===== src/rtl/can_txm_pkg.sv =====
// Package: shared widths and the stored frame type for the transmit slot manager.
// Assumes standard CAN identifiers and at most eight payload bytes.
package can_txm_pkg;
    localparam int unsigned TXM_ID_W   = 11;
    localparam int unsigned TXM_LEN_W  = 4;
    localparam int unsigned TXM_BYTES  = 8;
    localparam int unsigned TXM_DATA_W = TXM_BYTES * 8;

    typedef struct packed {
        logic [TXM_ID_W-1:0]   id;
        logic [TXM_LEN_W-1:0]  len;
        logic [TXM_DATA_W-1:0] data;
    } txm_frame_t;
endpackage


===== src/rtl/can_txm_slot.sv =====
// One transmit slot: frame storage, pending flag and the two status pulses.
// Assumes the parent only loads an empty slot and never asks to clear it
// for success and abort in the same cycle.
module can_txm_slot
    import can_txm_pkg::*;
(
    input  logic       clk,
    input  logic       rst_n,
    input  logic       load_en,
    input  txm_frame_t frame_in,
    input  logic       clear_ok,
    input  logic       clear_abort,
    output logic       pending,
    output txm_frame_t frame,
    output logic       done_pulse,
    output logic       abort_pulse
);
    logic pending_q;

    // Pending flag: set by a load, cleared by success or abort.
    always_ff @(posedge clk) begin
        if (!rst_n)
            pending_q <= 1'b0;
        else if (load_en)
            pending_q <= 1'b1;
        else if (clear_ok || clear_abort)
            pending_q <= 1'b0;
    end

    // Frame storage: captured only on a load.
    always_ff @(posedge clk) begin
        if (!rst_n)
            frame <= '0;
        else if (load_en)
            frame <= frame_in;
    end

    // Status pulses: one cycle after the clearing event.
    always_ff @(posedge clk) begin
        if (!rst_n) begin
            done_pulse  <= 1'b0;
            abort_pulse <= 1'b0;
        end else begin
            done_pulse  <= clear_ok;
            abort_pulse <= clear_abort;
        end
    end

    assign pending = pending_q;
endmodule


===== src/rtl/can_txm_free_pick.sv =====
// Finds the lowest-numbered empty slot.
// Assumes N >= 1. idx is zero when no slot is free.
module can_txm_free_pick #(
    parameter int unsigned N     = 3,
    localparam int unsigned IDX_W = (N > 1) ? $clog2(N) : 1
) (
    input  logic [N-1:0]     occupied,
    output logic             found,
    output logic [IDX_W-1:0] idx
);
    // Scan from the top so the lowest free index is written last.
    always_comb begin
        found = 1'b0;
        idx   = '0;
        for (int i = N - 1; i >= 0; i--) begin
            if (!occupied[i]) begin
                found = 1'b1;
                idx   = IDX_W'(i);
            end
        end
    end
endmodule


===== src/rtl/can_txm_prio_pick.sv =====
// Picks, among valid entries, the one with the lowest identifier; ties go
// to the lower index. Linear compare chain, suited to a handful of slots.
module can_txm_prio_pick #(
    parameter int unsigned N     = 3,
    parameter int unsigned ID_W  = 11,
    localparam int unsigned IDX_W = (N > 1) ? $clog2(N) : 1
) (
    input  logic [N-1:0]     valid,
    input  logic [ID_W-1:0]  ids [N],
    output logic             found,
    output logic [IDX_W-1:0] idx
);
    logic [ID_W-1:0] best_id;

    // Walk up from index 0; replace only on a strictly lower identifier.
    always_comb begin
        found   = 1'b0;
        idx     = '0;
        best_id = '1;
        for (int i = 0; i < N; i++) begin
            if (valid[i] && (!found || ids[i] < best_id)) begin
                found   = 1'b1;
                idx     = IDX_W'(i);
                best_id = ids[i];
            end
        end
    end
endmodule


===== src/rtl/can_tx_slot_mgr.sv =====
// Transmit slot manager: stores frames in fixed slots, offers the highest
// priority pending frame to the bit engine, and tracks the one in-flight
// transfer until the engine reports success or failure.
// Assumes the engine raises at most one report per transfer and only
// after it has taken a frame with engine_start.
module can_tx_slot_mgr
    import can_txm_pkg::*;
#(
    parameter int unsigned NUM_SLOTS = 3,
    localparam int unsigned SLOT_W   = (NUM_SLOTS > 1) ? $clog2(NUM_SLOTS) : 1
) (
    input  logic                  clk,
    input  logic                  rst_n,
    input  logic                  load_req,
    input  logic [TXM_ID_W-1:0]   load_id,
    input  logic [TXM_LEN_W-1:0]  load_len,
    input  logic [TXM_DATA_W-1:0] load_data,
    output logic                  load_ack,
    output logic                  load_busy,
    output logic [SLOT_W-1:0]     load_slot,
    output logic                  offer_valid,
    output logic [SLOT_W-1:0]     offer_slot,
    output logic [TXM_ID_W-1:0]   offer_id,
    output logic [TXM_LEN_W-1:0]  offer_len,
    output logic [TXM_DATA_W-1:0] offer_data,
    input  logic                  engine_start,
    input  logic                  engine_done_ok,
    input  logic                  engine_done_fail,
    input  logic [NUM_SLOTS-1:0]  abort_req,
    output logic [NUM_SLOTS-1:0]  done_pulse,
    output logic [NUM_SLOTS-1:0]  abort_pulse
);
    logic [NUM_SLOTS-1:0] slot_pending;
    txm_frame_t           slot_frame [NUM_SLOTS];
    logic [TXM_ID_W-1:0]  slot_id    [NUM_SLOTS];
    txm_frame_t           frame_in;

    logic                 free_found;
    logic [SLOT_W-1:0]    free_idx;
    logic                 cand_found;
    logic [SLOT_W-1:0]    cand_idx;

    logic                 inflight_q;
    logic [SLOT_W-1:0]    tx_slot_q;
    logic                 start_acc;
    logic                 ok_acc;
    logic                 fail_acc;
    txm_frame_t           offer_frame;

    assign frame_in = '{id: load_id, len: load_len, data: load_data};

    can_txm_free_pick #(.N(NUM_SLOTS)) u_free (
        .occupied (slot_pending),
        .found    (free_found),
        .idx      (free_idx)
    );

    can_txm_prio_pick #(.N(NUM_SLOTS), .ID_W(TXM_ID_W)) u_prio (
        .valid (slot_pending),
        .ids   (slot_id),
        .found (cand_found),
        .idx   (cand_idx)
    );

    // Host-side handshake, answered in the cycle of the request.
    assign load_ack  = load_req && free_found;
    assign load_busy = load_req && !free_found;
    assign load_slot = free_found ? free_idx : '0;

    // Engine-side event qualification.
    assign offer_valid = cand_found && !inflight_q;
    assign start_acc   = engine_start && offer_valid;
    assign ok_acc      = inflight_q && engine_done_ok;
    assign fail_acc    = inflight_q && engine_done_fail && !engine_done_ok;

    generate
        for (genvar g = 0; g < NUM_SLOTS; g++) begin : g_slot
            logic is_tx;
            logic starting;
            logic ld_en;
            logic clr_ok;
            logic clr_abort;

            assign is_tx     = inflight_q && (tx_slot_q == SLOT_W'(g));
            assign starting  = start_acc && (cand_idx == SLOT_W'(g));
            assign ld_en     = load_ack && (free_idx == SLOT_W'(g));
            assign clr_ok    = ok_acc && (tx_slot_q == SLOT_W'(g));
            assign clr_abort = abort_req[g] && slot_pending[g] && !is_tx && !starting;

            can_txm_slot u_slot (
                .clk         (clk),
                .rst_n       (rst_n),
                .load_en     (ld_en),
                .frame_in    (frame_in),
                .clear_ok    (clr_ok),
                .clear_abort (clr_abort),
                .pending     (slot_pending[g]),
                .frame       (slot_frame[g]),
                .done_pulse  (done_pulse[g]),
                .abort_pulse (abort_pulse[g])
            );

            assign slot_id[g] = slot_frame[g].id;
        end
    endgenerate

    // In-flight tracker: one transfer at a time, ended by either report.
    always_ff @(posedge clk) begin
        if (!rst_n) begin
            inflight_q <= 1'b0;
            tx_slot_q  <= '0;
        end else if (ok_acc || fail_acc) begin
            inflight_q <= 1'b0;
        end else if (start_acc) begin
            inflight_q <= 1'b1;
            tx_slot_q  <= cand_idx;
        end
    end

    // Offer mux: contents of the selected candidate slot.
    always_comb begin
        offer_frame = '0;
        for (int i = 0; i < NUM_SLOTS; i++) begin
            if (cand_idx == SLOT_W'(i))
                offer_frame = slot_frame[i];
        end
    end

    assign offer_slot = cand_idx;
    assign offer_id   = offer_frame.id;
    assign offer_len  = offer_frame.len;
    assign offer_data = offer_frame.data;
endmodule


===== config.mk =====
export PLATFORM = sky130hd
export DESIGN_NAME = can_tx_slot_mgr
export DESIGN_NICKNAME = d
export VERILOG_FILES = /design/src/rtl/can_txm_pkg.sv /design/src/rtl/can_txm_slot.sv /design/src/rtl/can_txm_free_pick.sv /design/src/rtl/can_txm_prio_pick.sv /design/src/rtl/can_tx_slot_mgr.sv
export SDC_FILE = /design/constraint.sdc
export NUM_CORES = 1
export LEC_CHECK = 0
export BUFFER_PORTS_ARGS = -buffer_cell sky130_fd_sc_hd__buf_2
export CORE_ASPECT_RATIO = 0.75
export CORE_MARGIN = 2
export CORE_UTILIZATION = 40
export CTS_CLUSTER_SIZE = 10
export DETAILED_ROUTE_END_ITERATION = 10
export GPL_TIMING_DRIVEN = 0
export PLACE_DENSITY = 0.66
export SLEW_MARGIN = 20
export SYNTH_ARGS = -nofsm -noshare
export SYNTH_HDL_FRONTEND = slang
export SYNTH_HIERARCHICAL = 1
export SYNTH_SLANG_ARGS = --single-unit

===== constraint.sdc =====
create_clock -name clk -period 15.4 [get_ports clk]
set_input_delay 3.08 -clock clk [delete_from_list [all_inputs] [get_ports clk]]
set_output_delay 3.08 -clock clk [all_outputs]
set_load 0.05 [all_outputs]

# Yosys cells after proc, flatten, opt, wreduce, memory -nomap -nowiden
# Index checks and enable logic that the tools add are counted.
# totals
inputBits	88
output_inout_bits	92
register_bits	249
# op_classes
mux	23
bitwise	2
n_eq_ne	6
order_cmp	2
n_reduce_logical	55
# ops
op	count
79-bit 2-to-1 mux	3
1-bit logical AND	30
11-bit less-than comparator	2
11-bit 2-to-1 mux	2
1-bit 2-to-1 mux	13
1-bit zero test	11
2-bit 2-to-1 mux	5
2-bit by 1-bit == test with 1-bit output, second input constant	3
2-bit == test, second input constant	3
2-bit zero test	3
1-bit logical OR	6
2-bit nonzero test	3
1-bit NOT	2
2-bit AND reduction	1
2-bit OR reduction	1

# Longest topological paths before layout
# Gate-level depths: netlist of run 1.
# depth
word_depth	17
depth_mapped	23
depth_no_buf	19

# Hierarchy
# The synthesis of run 1 kept the hierarchy.
# modules_own_cells
module	area_each_um2	seq_area_each_um2	cells_each	instances
can_txm_slot	3120.5	1641.6	262	3
can_tx_slot_mgr	2044.5	60.1	222	1
can_txm_prio_pick	725.7	0.0	100	1
can_txm_free_pick	23.8	0.0	3	1

# Least setup slack after synthesis of run 1
# Ideal clock, no wire load.
# synth_timing
path_type	flip-flop to output port
start	register g_slot[0].u_slot.pending_q
end	output port offer_data[10]
required_time_ns	12.320
path_slack_ns	7.334
path_stages_with_launch	20
arrival_time_ns	4.986
cell_sequence	dfxtp_1 clkbuf_1 nor2b_1 ha_1 a21oi_1 nor2b_1 o21ai_0 a41oi_2 buf_2 a21o_1 ha_1 nand4_1 or4_4 a31oi_1 o31ai_1 a21oi_1 nor2b_1 buf_2 buf_2 o2bb2ai_1
# synth_via
elab_chain_cells	13
# synth_lines
item	line_no	rtl
start, declared	can_txm_slot.sv:18	logic pending_q;
start signal, assigned	can_txm_slot.sv:23	pending_q <= 1'b0;
start signal, assigned	can_txm_slot.sv:25	pending_q <= 1'b1;
start signal, assigned	can_txm_slot.sv:27	pending_q <= 1'b0;
11-bit 2-to-1 mux or 1-bit 2-to-1 mux (tied branches)	can_txm_prio_pick.sv:21	if (valid[i] && (!found || ids[i] < best_id)) begin
11-bit less-than comparator or 1-bit zero test (tied branches)	can_txm_prio_pick.sv:21	
1-bit logical OR	can_txm_prio_pick.sv:21	
1-bit logical AND	can_txm_prio_pick.sv:21	
11-bit 2-to-1 mux or 1-bit 2-to-1 mux (tied branches)	can_txm_prio_pick.sv:21	
11-bit less-than comparator or 1-bit zero test (tied branches)	can_txm_prio_pick.sv:21	
1-bit logical OR	can_txm_prio_pick.sv:21	
1-bit logical AND	can_txm_prio_pick.sv:21	
2-bit 2-to-1 mux (*)	can_txm_prio_pick.sv:21	
net offer_slot[0]	can_tx_slot_mgr.sv:22	output logic [SLOT_W-1:0] offer_slot,
2-bit zero test	can_tx_slot_mgr.sv:124	if (cand_idx == SLOT_W'(i))
79-bit 2-to-1 mux (2 in a row)	can_tx_slot_mgr.sv:124	
79-bit 2-to-1 mux (*)	can_tx_slot_mgr.sv:124	
end, declared	can_tx_slot_mgr.sv:25	output logic [TXM_DATA_W-1:0] offer_data,
# Mark *: on every way through the listed nets, which the timed path passes. The rest lies on a longest branch.

# Final worst setup path of run 1
# layout_timing
start	register g_slot[0].u_slot.pending_q
end	output port offer_data[18]
# layout_via
elab_chain_cells	13
# layout_lines
item	line_no
11-bit 2-to-1 mux or 1-bit 2-to-1 mux (tied branches)	can_txm_prio_pick.sv:21
11-bit less-than comparator or 1-bit zero test (tied branches)	can_txm_prio_pick.sv:21
1-bit logical OR	can_txm_prio_pick.sv:21
1-bit logical AND	can_txm_prio_pick.sv:21
11-bit 2-to-1 mux or 1-bit 2-to-1 mux (tied branches)	can_txm_prio_pick.sv:21
11-bit less-than comparator or 1-bit zero test (tied branches)	can_txm_prio_pick.sv:21
1-bit logical OR	can_txm_prio_pick.sv:21
1-bit logical AND	can_txm_prio_pick.sv:21
2-bit 2-to-1 mux (*)	can_txm_prio_pick.sv:21
2-bit zero test	can_tx_slot_mgr.sv:124
79-bit 2-to-1 mux (2 in a row)	can_tx_slot_mgr.sv:124
79-bit 2-to-1 mux (*)	can_tx_slot_mgr.sv:124
# Mark *: on every way between the ends. The rest lies on a longest branch, timed or not.

==> results.md, run 1 <==
- Status: completed
- Worst-path fanout max: 10
- Vias in the first global route: 8775
- Final Hold Fails: 0
- Crit end category: output pin
- Setup TNS: 0 ns
- Core box area: 30000 um2
- Root Driver: clkbuf_16
- Clock Sinks: 249
- Crit path launch: g_slot[0].u_slot/pending
- Leak: 5.39 nW
- Syn nets: 1219
- Hpwl dp: 21800 um
- Logic pwr share: 19.4%
- Minimum clock period: 9.21 ns
- Slew Limit Headroom: 57.6%
- Flop pwr share: 42.9%
- Period utilization: 59.8%
- Total track usage: 19.8%
- Setup CP Type: register to output pin
- Drt initial violations: 338
- Max-slew violations: 0
- Post-CTS setup buffers: 0
- Worst EP required: 12.32 ns
- Total power: 0.00161 W
- Clock insertion delay at the later pin of the skew report: 0.54 ns
- Final core occ: 47.8%
- Drt drc: 0
- GPL Wtd Cong: 0.857
- Netlist Area Pre-Place: 12200 um2
- Power Dens Cells: 112 nW/um2
- Final Skew: 0.0165 ns
- EDFF count, synth: 0
- Prevailing post-synth register cell: dfxtp_1
- Yosys warns: 6
- Fmax: 109 MHz
- I/O pin cnt: 180
- Clk pwr share: 37.7%
- Die area: 31800 um2
- Final Setup Violations: 0
- Synthesized area per cell: 10.9 um2
- Initial Util: 40.5%
- Port bufs: 179
- Chip width: 205 um
- Hold Crit Class: register to register
- #FFs+latches synth: 249
- Ys async rst share: 0%
- WL final: 31400 um
- Wire length per cell: 18.2 um
- Resized cells post-CTS: 0
- Hold_sp: tx_slot_q[1]
- Reg clk slew, reported paths: 0.05 ns
- Psw: 0.000465 W
- Post-DRT Antenna Nets: 0
- Crit path DAT: 6.13 ns
- Worst r2r src: g_slot[0].u_slot/pending
- Int Power: 0.00114 W
- Drt pass-1 iters: 4
- Synth cell types: 43
- Grt ovf: 0
- Cells after Synth: 1111
- Measured slew at the worst slew-check pin: 0.636 ns
- Net Sw Frac: 28.9%
- Die H: 155 um
- Layout area overhead: 18.0%
- Reg2Reg Depth: 20
- Clock buffer depth: 3
- Number of H-tree levels: 1
- CTS buffer count: 29
- Max_cap viols: 0
- Register area share after synthesis: 41.0%
- Number of cell rows: 55
- RSZ-0062 raised after global routing: false
- First-pass GRT wire length: 49800 um
- Layout cells sized above 1: 20.5%
- Crit path launch type: register
- NumNets Final: 1429
- VDD IR max: 0.0000659 V
- Hold_buf cts: 0
- Detailed-route vias per instance: 4.97
- Worst hold stages: 2
- Antenna violations before repair: 2
- Vias: 8578
- Largest net degree at the start of global routing: 14
- CTS tree: yes
==> routing by layer <==
layer | vias to the layer above | global-route usage [%] | share of wire (%) | routed length, um
li1 | 4296 | - | - | -
met1 | 4057 | 29.4 | 52 | 16200
met2 | 182 | 30.1 | 42 | 13200
met3 | 41 | 3.67 | 4.8 | 1500
met4 | 2 | 3.49 | 1.5 | 459
met5 | - | 0 | 0.022 | 7
==> power groups by stage <==
| stage | clock [W] | sequential, W | combinational (W) |
|---|---|---|---|
| 6_report | 0.000606 | 0.000689 | 0.000311 |
| 5_1_grt | 0.000653 | 0.000692 | 0.000334 |
| 4_1_cts | 0.000625 | 0.000689 | 0.000313 |
| 3_5_place_dp | 0 | 0.000702 | 0.000312 |
| 3_3_place_gp | 0 | 0.000701 | 0.000309 |
| 2_1_floorplan | 0 | 0.000699 | 0.000227 |
==> placed cells by master (no fill, tap or decap), types with 6 or more instances in the layout <==
cell         n
clkbuf_16   29
a21o_1      11
mux2i_1    318
clkbuf_1    35
nor3b_1      7
buf_12       9
dfxtp_1    249
nand2_1     14
nor2_1      13
buf_8       24
o21ai_0      6
nor2b_1    254
and2_1       9
ha_1        20
a21oi_1      9
buf_2      194
o2bb2ai_1   79
==> final cells by class <==
class | instances | area, um2
Timing Repair Buffer | 179 | 896
Antenna cell | 1 | 2.50
Inverter | 4 | 15.0
Clock inverter | 1 | 30.0
Buffer | 85 | 792
Fill cell | 2848 | 15700
Tap cell | 399 | 499
Multi-Input combinational cell | 773 | 6360
Clock buffer | 34 | 764
Sequential cell | 249 | 4980
==> final timing paths <==
| kind | end | slack, ns |
|---|---|---|
| setup / recovery | offer_data[18] | 6.19 |
| hold reg to reg | tx_slot_q[1] | 0.49 |
| hold / removal | tx_slot_q[1] | 0.49 |
| setup reg to reg | g_slot[1].u_slot/pending | 10.04 |
==> metrics by stage <==
stage | cells | setup slack, ns | hold slack, ns | area [um2]
6_report | 1725 | 6.19 | 0.491 | 14300
3_3_place_gp | 1689 | 6.90 | 0.476 | 13600
3_5_place_dp | 1689 | 6.83 | 0.486 | 13600
2_1_floorplan | 1111 | 7.33 | 0.457 | 12200
5_1_grt | 1724 | 5.81 | 0.520 | 14300
4_1_cts | 1724 | 6.25 | 0.492 | 14300
==> synth_stat cells (4+ instances only) <==
cell	n	area (um2)
mux2i_1	318	3180
nor2b_1	254	1590
dfxtp_1	249	4980
o2bb2ai_1	79	692
clkbuf_1	32	120
buf_8	24	360
ha_1	20	250
buf_2	15	75.1
nand2_1	14	52.6
nor2_1	13	48.8
a21o_1	11	82.6
a21oi_1	9	45.0
and2_1	9	56.3
buf_12	9	180
nor3b_1	7	52.6
o21ai_0	6	30.0
buf_6	5	56.3
inv_1	4	15.0
o21a_1	4	30.0
==> flip-flops by register name (all words and copies together) (netlist names) <==
name / count
g_slot.u_slot/pending: 3
tx_slot_q: 2
g_slot.u_slot/done_pulse: 3
g_slot.u_slot/abort_pulse: 3
g_slot.u_slot/frame: 237
inflight_q: 1
==> kinds of logic after synthesis <==
family,synth area share [%]
flops,41.0
fa+ha+maj,2.06
buf+inv,6.64
mux,26.2
compound gates,8.18
simple gates,15.9
==> worst max-delay path, cell delays in order, from the launching register on <==
cell and delay, ns:
dfxtp_1 0.55, clkbuf_1 0.41, nor2b_1 0.27, ha_1 0.28, a211oi_1 0.22, nor2_1 0.07, o21ai_1 0.25, a41oi_2 0.19
buf_2 0.24, a21o_1 0.20, ha_1 0.31, nand4_1 0.13, or4_4 0.56, a31oi_1 0.16, o31ai_1 0.09, a21oi_1 0.25
buf_2 0.44, clkbuf_1 0.55, o2bb2ai_1 0.18, buf_2 0.25
(Power assumes the default switching activity.)
==> run 2, diff against run 1 <==
- PLACE_DENSITY: 0.66 -> 0.69
- clock period: 15.4 -> 8.12 ns (I/O delays scaled with it)
==> run 2 against run 1 <==
Global-route usage shrank 0.086 points. Via count is 1.2% higher. Cell count rose by 0.12%. Utilization about the same. Worst hold slack better by 0.0037 ns. Clock-buffer cell count is the same. Clock skew decreased by 0.0068 ns. Register-to-register slack worse by 7.4 ns. Cell area hardly changed.
==> results.md, run 2 (synthesis gave the netlist of run 1 again) <==
- Status: completed
- WL final: 31400 um
- Vias in the first global route: 8663
- Max-slew violations: 0
- Largest Register: g_slot.u_slot/frame
- Wire length per cell: 18.2 um
- R2r setup slk: 2.69 ns
- NumNets Final: 1429
- Root Driver: clkbuf_16
- Vias: 8684
- Crit-path slowest cell: dfxtp_1
- First-pass GRT wire length: 49400 um
- Crit end category: output pin
- Final core occ: 47.8%
- Period utilization: 95.7%
- Crit path launch: g_slot[0].u_slot/pending
- Crit path buf inv count: 5
- Setup CP Type: register to output pin
- CTS buffer count: 29
- Final Hold Fails: 0
- Max_cap viols: 0
- Core box area: 30000 um2
- Antenna violations before repair: 3
- Largest register FFs: 237
- Critical path cell sequence: clkbuf_1, nor2b_1, ha_1, a21oi_1, nor2b_1, o21ai_0, a41oi_2, buf_2, a21o_1, ha_1, nand4_1, or4_4, a31oi_1, o31ai_1, a21oi_1, buf_2, clkbuf_1, o2bb2ai_1, buf_2
- Port bufs: 179
- Crit-path leading delay family: buffers and inverters
- GPL Wtd Cong: 0.868
- Slew Limit Headroom: 58.7%
- Chip width: 205 um
- Number of H-tree levels: 1
- Die area: 31800 um2
- Setup TNS: 0 ns
- Number of fill cells in the layout: 2871
- Hold_sp: tx_slot_q[1]
- Post-DRT Antenna Nets: 0
- Grt ovf: 0
- Detailed-route vias per instance: 5.03
- I/O pin cnt: 180
- Crit path top cell by count: buf_2
- Final Skew: 0.00971 ns
- Crit path launch type: register
- Drt initial violations: 373
- Number of cell rows: 55
- Crit path DAT: 6.15 ns
- CP max stage delay: 0.55 ns
- Total track usage: 19.7%
- Largest net degree at the start of global routing: 14
- Post-CTS setup buffers: 0
- Multi-input logic area: 6360 um2
- Hold_buf cts: 0
- Commonest non-fill, non-tap cell in the layout: mux2i_1
- Hpwl dp: 21700 um
- VDD IR max: 0.000135 V
- Power Dens Cells: 213 nW/um2
- Worst-path fanout max: 10
- FF/Latch Area: 4980 um2
- Measured slew at the worst slew-check pin: 0.619 ns
- Drt pass-1 iters: 4
- Clock buffer depth: 3
- Clock Sinks: 249
- Reg clk slew, reported paths: 0.06 ns
- Worst EP required: 6.50 ns
- Clock insertion delay at the later pin of the skew report: 0.54 ns
- Minimum clock period: 7.77 ns
- Worst r2r src: g_slot[0].u_slot/pending
- Fmax: 129 MHz
- Final Setup Violations: 0
- Layout area overhead: 18.1%
- Die H: 155 um
- Hold Crit Class: register to register
- Leak: 5.39 nW
- Resized cells post-CTS: 0
- Initial Util: 40.5%
- RSZ-0062 raised after global routing: false
- CTS tree: yes
- Drt drc: 0
- Most frequent cells in the layout: mux2i_1 (318), nor2b_1 (254), dfxtp_1 (249)
- Layout cells sized above 1: 20.5%
- Worst hold slack: 0.495 ns
run 2: final cells by class:
type,count,share of cell area [%]
Multi-Input combinational cell,773,44.3
Buffer,85,5.52
Timing Repair Buffer,179,6.24
Tap cell,399,3.48
Clock buffer,34,5.33
Clock inverter,1,0.209
Antenna cell,3,0.0523
Sequential cell,249,34.7
Inverter,4,0.105
run 2: metal layers:
metal,wire (um),vias up,global-route usage (%),share of wire [%]
met5,0,-,0,0
met4,380,0,3.53,1.2
li1,-,4324,-,-
met1,16000,4141,28.9,51
met2,13600,189,30.7,43
met3,1430,30,3.25,4.5
run 2: stage by stage:
step / worst slack, ns / instance area, um2 / instances / total power [W]
global route: 0.0622 / 14300 / 1725 / 0.00319
finish: 0.347 / 14400 / 1727 / 0.00305
global placement: 1.15 / 13600 / 1689 / 0.00191
floorplan: 1.51 / 12200 / 1111 / 0.00176
CTS: 0.444 / 14300 / 1724 / 0.00310
detailed placement: 1.05 / 13600 / 1689 / 0.00192
run 2: report_power, final:
part           internal [W]  leakage (nW)  switching (W)
sequential          0.00128          2.03      0.0000313
combinational      0.000210          2.97       0.000380
clock              0.000680         0.389       0.000476
run 2: worst reg2reg max path: stages (launching register included):
cell and delay (ns):
dfxtp_1 0.55, clkbuf_1 0.42, nor2b_1 0.24, ha_1 0.27, a21oi_1 0.18, nor2b_1 0.07, o21ai_0 0.29, a41oi_2 0.20
buf_2 0.24, a21o_1 0.20, ha_1 0.32, nand4_1 0.13, or4_4 0.55, a31oi_1 0.19, o31ai_1 0.11, a21oi_1 0.28
nor2b_1 0.16, buf_2 0.31, buf_6 0.23, a221oi_2 0.08, nor3b_1 0.21, o21a_1 0.12
run 2: path summary, 6_finish.rpt:
path                                                  to  depth (start not counted)
worst min-delay path                        tx_slot_q[1]                          2
worst max-delay path                      offer_data[24]                         19
worst min register to register              tx_slot_q[1]                          2
worst max register to register  g_slot[1].u_slot/pending                         21
==> run 3, diff against run 2 <==
- MAX_ROUTING_LAYER: unset -> met4
==> run 3 against run 2 <==
Via count is 0.45% lower. Sequential share of layout area is the same. Non-clock buffer count stayed put. Cell count did not move. Die area did not move. Utilization stayed put. Clock-buffer cell count is the same. Routed wire length decreased by 0.28%. Clock skew fell by 0.00069 ns. Critical path depth unchanged. First-iteration DRC count fell by 0.27%. Critical endpoint unchanged. Highest routed layer unchanged.
==> results.md, run 3 (synthesis gave the netlist of run 1 again) <==
- Setup TNS: 0 ns
- CTS buffer count: 29
- Crit path launch: g_slot[0].u_slot/pending
- Slew Limit Headroom: 59.1%
- Drt initial violations: 372
- Final core occ: 47.8%
- Final Setup Violations: 0
- Number of cell rows: 55
- Wire length per cell: 18.1 um
- Post-CTS setup buffers: 0
- Crit path top cell by count: buf_2
- Drt pass-1 iters: 5
- Core box area: 30000 um2
- RSZ-0062 raised after global routing: false
- Initial Util: 40.5%
- CTS tree: yes
- Die H: 155 um
- Hold Crit Class: register to register
- Minimum clock period: 7.82 ns
- Crit path DAT: 6.19 ns
- Total track usage: 20.3%
- Critical path cell sequence: clkbuf_1, nor2b_1, ha_1, a21oi_1, nor2b_1, o21ai_0, a41oi_2, buf_2, a21o_1, ha_1, nand4_1, or4_4, a31oi_1, o31ai_1, a21oi_1, buf_2, clkbuf_1, o2bb2ai_1, buf_2
- Commonest non-fill, non-tap cell in the layout: mux2i_1
- Leak: 5.39 nW
- Hpwl dp: 21700 um
- Worst EP required: 6.50 ns
- Reg2Reg Depth: 21
- Crit end category: output pin
- Max-slew violations: 0
- Worst r2r src: g_slot[0].u_slot/pending
- Post-DRT Antenna Nets: 0
- Clock Sinks: 249
- VDD IR max: 0.000136 V
- Setup CP Type: register to output pin
- Measured slew at the worst slew-check pin: 0.613 ns
- DP Cell Count: 1689
- Power Dens Cells: 213 nW/um2
- Number of H-tree levels: 1
- Most frequent cells in the layout: mux2i_1 (318), nor2b_1 (254), dfxtp_1 (249)
- Root Driver: clkbuf_16
- Hold_sp: tx_slot_q[1]
- NumNets Final: 1429
- Clock buffer depth: 3
- Layout area overhead: 18.1%
- First-pass GRT wire length: 49400 um
- GPL Wtd Cong: 0.882
- Fmax: 128 MHz
- Worst-path fanout max: 10
- Worst hold stages: 2
- Period utilization: 96.3%
- Crit path launch type: register
- Clock insertion delay at the later pin of the skew report: 0.54 ns
- Resized cells post-CTS: 0
- Status: completed
- Post-route insts no fill: 1727
- Grt ovf: 0
- Final Hold Fails: 0
- Layout cells sized above 1: 20.5%
- Port bufs: 179
- Largest register FFs: 237
- Vias in the first global route: 8655
- Final Skew: 0.00902 ns
- I/O pin cnt: 180
- Max_cap viols: 0
- Detailed-route vias per instance: 5.01
- CP max stage delay: 0.56 ns
- Antenna violations before repair: 3
- Vias: 8645
- Hold_buf cts: 0
- Largest Register: g_slot.u_slot/frame
- Largest net degree at the start of global routing: 14
- Crit-path slowest cell: dfxtp_1
- Die area: 31800 um2
- Chip width: 205 um
- Drt drc: 0
- WL final: 31300 um
- Reg clk slew, reported paths: 0.06 ns
[run 3: worst max-delay path: cells and delay by family (launching register included)]
| family | cells | cell delay (ns) |
|---|---|---|
| AO/OA/AOI/OAI | 8 | 1.66 |
| flip-flops | 1 | 0.56 |
| adder cells (fa/ha/maj) | 2 | 0.59 |
| AND/OR/NAND/NOR | 4 | 1.00 |
| buffers and inverters | 5 | 1.81 |
[run 3: metal layers]
metal  global-route usage (%)  up-vias  wire [um]
met1                     29.0     4112      15900
met3                     3.08       30       1460
met4                     3.53        0        379
met5                        -        -          0
li1                         -     4312          -
met2                     30.7      191      13600
[run 3: worst paths after layout]
path,end,slack (ns)
min,tx_slot_q[1],0.50
max reg2reg,g_slot[1].u_slot/pending,2.63
max,offer_data[24],0.30
min reg2reg,tx_slot_q[1],0.50
[run 3: final cells by class]
class,instances,area (um2)
antenna,3,7.51
multi-input combinational,773,6360
tap,399,499
sequential,249,4980
clock inverter,1,30.0
clock buffer,34,764
buffer,85,792
fill,2871,15700
inverter,4,15.0
timing repair buffer,179,896
[run 3: per-stage QoR]
step	setup WS, ns	hold WS (ns)	power [W]	cell area (um2)
4_1_cts	0.444	0.496	0.00310	14300
5_1_grt	0.0609	0.517	0.00319	14400
2_1_floorplan	1.51	0.457	0.00176	12200
3_3_place_gp	1.15	0.475	0.00191	13600
6_report	0.303	0.495	0.00305	14400
3_5_place_dp	1.05	0.488	0.00192	13600
[run 3: where the power goes]
group	switching (W)	total (W)	internal, W
clock network	0.000478	0.00116	0.000680
registers	0.0000314	0.00131	0.00128
logic	0.000379	0.000589	0.000210
total	0.000889	0.00305	0.00216
